File: config.mk
export PLATFORM = sky130hd
export DESIGN_NAME = sleep_ctrl
export DESIGN_NICKNAME = d
export VERILOG_FILES = /design/src/rtl/sleep_pkg.sv /design/src/rtl/sleep_prescaler.sv /design/src/rtl/sleep_cs_edge.sv /design/src/rtl/sleep_countdown.sv /design/src/rtl/sleep_ctrl.sv
export SDC_FILE = /design/constraint.sdc
export NUM_CORES = 1
export LEC_CHECK = 0
export ABC_AREA = 1
export BUFFER_PORTS_ARGS = -buffer_cell sky130_fd_sc_hd__buf_2
export CORE_UTILIZATION = 25
export DETAILED_ROUTE_END_ITERATION = 12
export GPL_TIMING_DRIVEN = 0
export SETUP_SLACK_MARGIN = 0.05
export SLEW_MARGIN = 20
export SYNTH_ARGS = -nofsm -noshare
export SYNTH_HDL_FRONTEND = slang
export SYNTH_HIERARCHICAL = 1
export SYNTH_SLANG_ARGS = --single-unit
File: constraint.sdc
create_clock -name clk -period 2.7 [get_ports clk]
set_clock_uncertainty 0.1 [all_clocks]
set_input_delay 0.405 -clock clk [delete_from_list [all_inputs] [get_ports clk]]
set_output_delay 0.405 -clock clk [all_outputs]
set_load 0.01 [all_outputs]
File: src/rtl/sleep_pkg.sv
package sleep_pkg;

   typedef enum logic [1:0] {
      ST_AWAKE = 2'b00,
      ST_TIMED = 2'b01,
      ST_INDEF = 2'b10
   } sleep_state_t;

   localparam int unsigned CTL_INDEF_BIT = 8;
   localparam int unsigned CTL_TIME_W    = 8;

endpackage

File: src/rtl/sleep_prescaler.sv
module sleep_prescaler #(
   parameter int unsigned HALF_SEC_CLKS = 125_000_000
) (
   input  logic clk,
   input  logic rst_n,
   input  logic run,
   input  logic clr,
   output logic tick
);
   localparam int unsigned PW = (HALF_SEC_CLKS > 1) ? $clog2(HALF_SEC_CLKS) : 1;
   localparam logic [PW-1:0] LAST = PW'(HALF_SEC_CLKS - 1);

   if (HALF_SEC_CLKS < 1) begin : g_bad_div
      $error("HALF_SEC_CLKS must be at least 1");
   end

   logic [PW-1:0] cnt_q;

   always_ff @(posedge clk or negedge rst_n) begin
      if (!rst_n)
         cnt_q <= '0;
      else if (clr || !run)
         cnt_q <= '0;
      else if (cnt_q == LAST)
         cnt_q <= '0;
      else
         cnt_q <= cnt_q + 1'b1;
   end

   assign tick = run && !clr && (cnt_q == LAST);

endmodule

File: src/rtl/sleep_cs_edge.sv
module sleep_cs_edge #(
   parameter int unsigned SYNC_STAGES = 2
) (
   input  logic clk,
   input  logic rst_n,
   input  logic cs_n,
   output logic cs_fall
);
   logic cs_s;
   logic prev_q;

   if (SYNC_STAGES == 0) begin : g_raw
      assign cs_s = cs_n;
   end else begin : g_sync
      logic [SYNC_STAGES-1:0] chain_q;
      always_ff @(posedge clk or negedge rst_n) begin
         if (!rst_n) begin
            chain_q <= '1;
         end else begin
            for (int i = SYNC_STAGES - 1; i > 0; i--)
               chain_q[i] <= chain_q[i-1];
            chain_q[0] <= cs_n;
         end
      end
      assign cs_s = chain_q[SYNC_STAGES-1];
   end

   always_ff @(posedge clk or negedge rst_n) begin
      if (!rst_n)
         prev_q <= 1'b1;
      else
         prev_q <= cs_s;
   end

   assign cs_fall = prev_q && !cs_s;

endmodule

File: src/rtl/sleep_countdown.sv
module sleep_countdown #(
   parameter int unsigned CNT_W = 8
) (
   input  logic             clk,
   input  logic             rst_n,
   input  logic             load,
   input  logic [CNT_W-1:0] load_val,
   input  logic             dec,
   input  logic             clear,
   output logic             last
);
   if (CNT_W < 1) begin : g_bad_w
      $error("CNT_W must be at least 1");
   end

   logic [CNT_W-1:0] cnt_q;

   always_ff @(posedge clk or negedge rst_n) begin
      if (!rst_n)
         cnt_q <= '0;
      else if (load)
         cnt_q <= load_val;
      else if (clear)
         cnt_q <= '0;
      else if (dec && cnt_q != '0)
         cnt_q <= cnt_q - 1'b1;
   end

   assign last = (cnt_q == CNT_W'(1));

endmodule

File: src/rtl/sleep_ctrl.sv
module sleep_ctrl
   import sleep_pkg::*;
#(
   parameter int unsigned DATA_W        = 16,
   parameter int unsigned HALF_SEC_CLKS = 125_000_000,
   parameter int unsigned SYNC_STAGES   = 2
) (
   input  logic              clk,
   input  logic              rst_n,
   input  logic              wr_en,
   input  logic [DATA_W-1:0] wr_data,
   input  logic              cs_n,
   output logic              sleep_active,
   output logic              wake_pulse
);
   if (DATA_W < CTL_INDEF_BIT + 1) begin : g_bad_data_w
      $error("DATA_W must hold the indefinite-sleep bit");
   end

   sleep_state_t state_q, state_d;
   logic         req_indef, req_timed, accept;
   logic         cs_fall, tick, cnt_last, wake_ev;
   logic         pulse_q;
   logic [CTL_TIME_W-1:0] time_val;

   assign time_val  = wr_data[CTL_TIME_W-1:0];
   assign req_indef = wr_en && wr_data[CTL_INDEF_BIT];
   assign req_timed = wr_en && !wr_data[CTL_INDEF_BIT] && (time_val != '0);
   assign accept    = req_indef || req_timed;

   sleep_cs_edge #(.SYNC_STAGES(SYNC_STAGES)) u_cs_edge (
      .clk     (clk),
      .rst_n   (rst_n),
      .cs_n    (cs_n),
      .cs_fall (cs_fall)
   );

   sleep_prescaler #(.HALF_SEC_CLKS(HALF_SEC_CLKS)) u_presc (
      .clk   (clk),
      .rst_n (rst_n),
      .run   (state_q == ST_TIMED),
      .clr   (accept),
      .tick  (tick)
   );

   sleep_countdown #(.CNT_W(CTL_TIME_W)) u_count (
      .clk      (clk),
      .rst_n    (rst_n),
      .load     (req_timed),
      .load_val (time_val),
      .dec      (tick && (state_q == ST_TIMED) && !accept),
      .clear    (req_indef || wake_ev),
      .last     (cnt_last)
   );

   always_comb begin
      wake_ev = (state_q != ST_AWAKE) && !accept &&
                (cs_fall || ((state_q == ST_TIMED) && tick && cnt_last));
      state_d = state_q;
      if (req_indef)
         state_d = ST_INDEF;
      else if (req_timed)
         state_d = ST_TIMED;
      else if (wake_ev)
         state_d = ST_AWAKE;
   end

   always_ff @(posedge clk or negedge rst_n) begin
      if (!rst_n) begin
         state_q <= ST_AWAKE;
         pulse_q <= 1'b0;
      end else begin
         state_q <= state_d;
         pulse_q <= wake_ev;
      end
   end

   assign sleep_active = (state_q != ST_AWAKE);
   assign wake_pulse   = pulse_q;

endmodule

==> results.yml <==
status:
  status: "complete, no violations"
sta:
  slew_violations: 0
  max_clock_freq_ghz: 0.408
  hold_viol: 0
  slew_headroom_pct: 37.2
  setup_viol: 0
  tightest_slew_ns: 0.942
  min_period_ns: 2.45
  finalWorstSetupSlack_ns: 0.247
  fin_crit_sh_pct: 90.9
  rsz0062_at_grt: "true"
placed_design:
  dp_hpwl_mm: 4.33
  port_buffers: 14
  place.gp.congestion: 0.865
  dp_slack_ns: -0.549
synth:
  synth_xor_xnor_area_share_pct: 4.26
  seq_area_frac_synth_pct: 38.5
  synth_area_sq_um: 2680
  synth_cell_type_count: 29
  synth_top_family_by_area: "simple AND/OR/NAND/NOR gates"
  synthCells: 353
  yosys.area_share.simple_pct: 41.5
  synthMuxAreaShare_pct: 0
  syn_nets: 377
  synth_seq_cells: 41
  yosysWarnings: 6
  synth-compound-area-share_pct: 7.02
  yosys.area_share.adder_pct: 1.87
  syn_area_per_cell_sq_um: 7.58
clocking:
  htree_levels: 2
  clk_pin_slew_ns: 0.07
  ctsHoldBuffers: 0
  worstSkewPairLatency_ns: 0.30
  clockRootBuffer: "clkbuf_8"
  cts_buffers: 5
  tritoncts: "yes"
  cts_max_path_buffers: 2
  clock_sinks: 41
die:
  die_h_um: 105
  pin_count: 22
  die_width_um: 105
  initial_core_util_pct: 25.8
  die_area_sq_um: 11100
  std_cell_rows: 37
  coreArea_sq_um: 10400
global_routing:
  grt_first_pass_wirelength_mm: 10.2
  grt_antenna_before_repair: 0
  grt_max_degree: 42
  track_usage_pct: 11.4
  grt-ovfl-total: 0
  grt_pass1_vias: 2203
drt:
  drc_errors: 0
  met2_length_mm: 2.59
  highest_layer: "met4"
  drtPass1Iterations: 4
  vias: 2256
  drt_wl_total_mm: 5.69
  wl_met1_mm: 2.76
  routedWlPerCell_um: 11.1
  ant_nets: 0
  routed-wl-met3_um: 212
  via_per_inst: 4.39
  drt_first_iter_violations: 126
cells_and_area:
  area_growth_syn_to_layout_pct: 13.5
  finish.utilization_pct: 29.3
  most-common-layout-cells: "89 x nand2_1, 55 x nor2_1, 38 x dfrtp_1"
  nFillCells: 1156
  diodes: 0
  layout-drive-gt1-share_pct: 24.3
  layout_commonest_cell: "nand2_1"
  final_nets: 401
critical_path:
  cp.arrival_ns: 2.53
  critical-path-max-stage-delay_ns: 0.37
  path_class: "register to register"
  cp_data_required_time_ns: 2.78
  crit_path_max_fanout: 8
  crit_family: "simple AND/OR/NAND/NOR gates"
  critical_path.slowest_cell: "dfrtp_1"
  startpoint_type: "register"
  worst-path-buf-inv: 0
  cp_common_cell: "nor2_4"
  worstPathCellList: "ha_2 > nand2_2 > nor2_4 > nand2_4 > nor2_4 > nand2_4 > nor2_4 > nand4_1 > nand2_1 > nand2_1 > o21ai_2 > nor2_4 > o21ai_0 > a21oi_1 > o21ai_1 > o21ai_2"
  end_kind: "register"
pwr:
  p_per_area_nw_per_um2: 479
  ir_worst_vdd_uv: 312
  p_leak_uw: 0.00125
hold_path:
  holdCritPathClass: "primary input to register"
flow_run:
  maxCapViolations: 0
==> power by group <==
part	total (uW)	leakage (uW)	internal [uW]	switching (uW)
Clock	393	0.0000395	184	209
Sequential	705	0.000549	658	46.6
Combinational	357	0.000659	129	228
Total	1450	0.00125	971	484
==> stage by stage <==
stage / hold slack (ns) / total power, uW / area [sq um] / std cells / TNS [ns]
floorplan: 0.00941 / 975 / 2680 / 353 / 0
global placement: 0.247 / 1060 / 2920 / 503 / -3.38
detailed placement: 0.247 / 1070 / 2920 / 503 / -3.73
CTS: 0.0990 / 1470 / 3010 / 512 / 0
global route: 0.0923 / 1550 / 3040 / 514 / 0
finish: 0.110 / 1450 / 3040 / 514 / 0
==> area by class of cell <==
cell class                 instances  area [sq um]  area share, %
buffer                             3          36.3           1.19
inverter                          39           150           4.94
clock buffer                       8          80.1           2.64
tap                              136           170           5.60
multi-input combinational        270          1480           48.7
timing repair buffer              17          92.6           3.05
sequential                        41          1030           33.9
==> cell families (layout without fill, tap and decap cells) <==
group           Yosys count  count (layout)
simple gates            226             226
fa+ha+maj                 4               4
compound gates           27              27
buf+inv                  42              67
xor+xnor                 13              13
flops                    41              41
==> Yosys cell counts, drive strengths merged <==
master     n  area share [%]
xor2       9             2.9
nand2    105              17
ha         4             1.9
inv       38             5.3
a2bb2oi    1            0.33
and2       2            0.47
a21oi      8             1.5
nor2      88              17
nand4      7             1.6
clkinv     1            0.14
nand3     23             4.5
xnor2      4             1.3
o21ai     16             4.5
a31o       1            0.33
dfrtp     38              36
a21o       1            0.33
dfstp      3             2.9
nor3       1            0.19
buf        3             1.4
==> worst register-to-register path: stages (launching register included) <==
cell     delay, ns
dfrtp_1       0.37
ha_2          0.21
nand2_2       0.08
nor2_4        0.16
nand2_4       0.09
nor2_4        0.13
nand2_4       0.12
nor2_4        0.12
nand4_1       0.10
nand2_1       0.06
nand2_1       0.12
o21ai_2       0.19
nor2_4        0.10
o21ai_0       0.09
a21oi_1       0.06
o21ai_1       0.18
o21ai_2       0.07
==> state kept, by name, indices dropped and copies added (netlist names) <==
register	cells
u_cs_edge/g_sync.chain_q	2
wake_pulse	1
u_cs_edge/prev_q	1
u_count/cnt_q	8
state_q	2
u_presc/cnt_q	27
==> layer usage <==
layer / GRT usage (%) / vias up
li1: - / 1141
met1: 15.1 / 1053
met2: 18.1 / 50
met3: 2.41 / 12
met4: 4.12 / 0
met5: 0 / -
==> repair_timing <==
action | 4_1_cts | 5_1_grt
pin swaps | 1 | 2
endpoints found under the setup margin | 8 | 8
buffers inserted | 1 | 2
resized for setup | 1 | 5
==> path summary, 6_finish.rpt <==
check	start	endpoint	slack, ns	cells past startpoint
worst max-delay path	u_presc/cnt_q[0]	u_count/cnt_q[2]	0.25	16
worst min-delay path	cs_n	u_cs_edge/g_sync.chain_q[0]	0.11	1
worst max register to register	u_presc/cnt_q[0]	u_count/cnt_q[2]	0.25	16
worst min register to register	u_cs_edge/g_sync.chain_q[0]	u_cs_edge/g_sync.chain_q[1]	0.26	0
max in group asynchronous	rst_n	u_presc/cnt_q[0]	1.76	1
min in group asynchronous	rst_n	u_presc/cnt_q[26]	0.15	1
No activity file was read; power rests on OpenSTA's default activity.
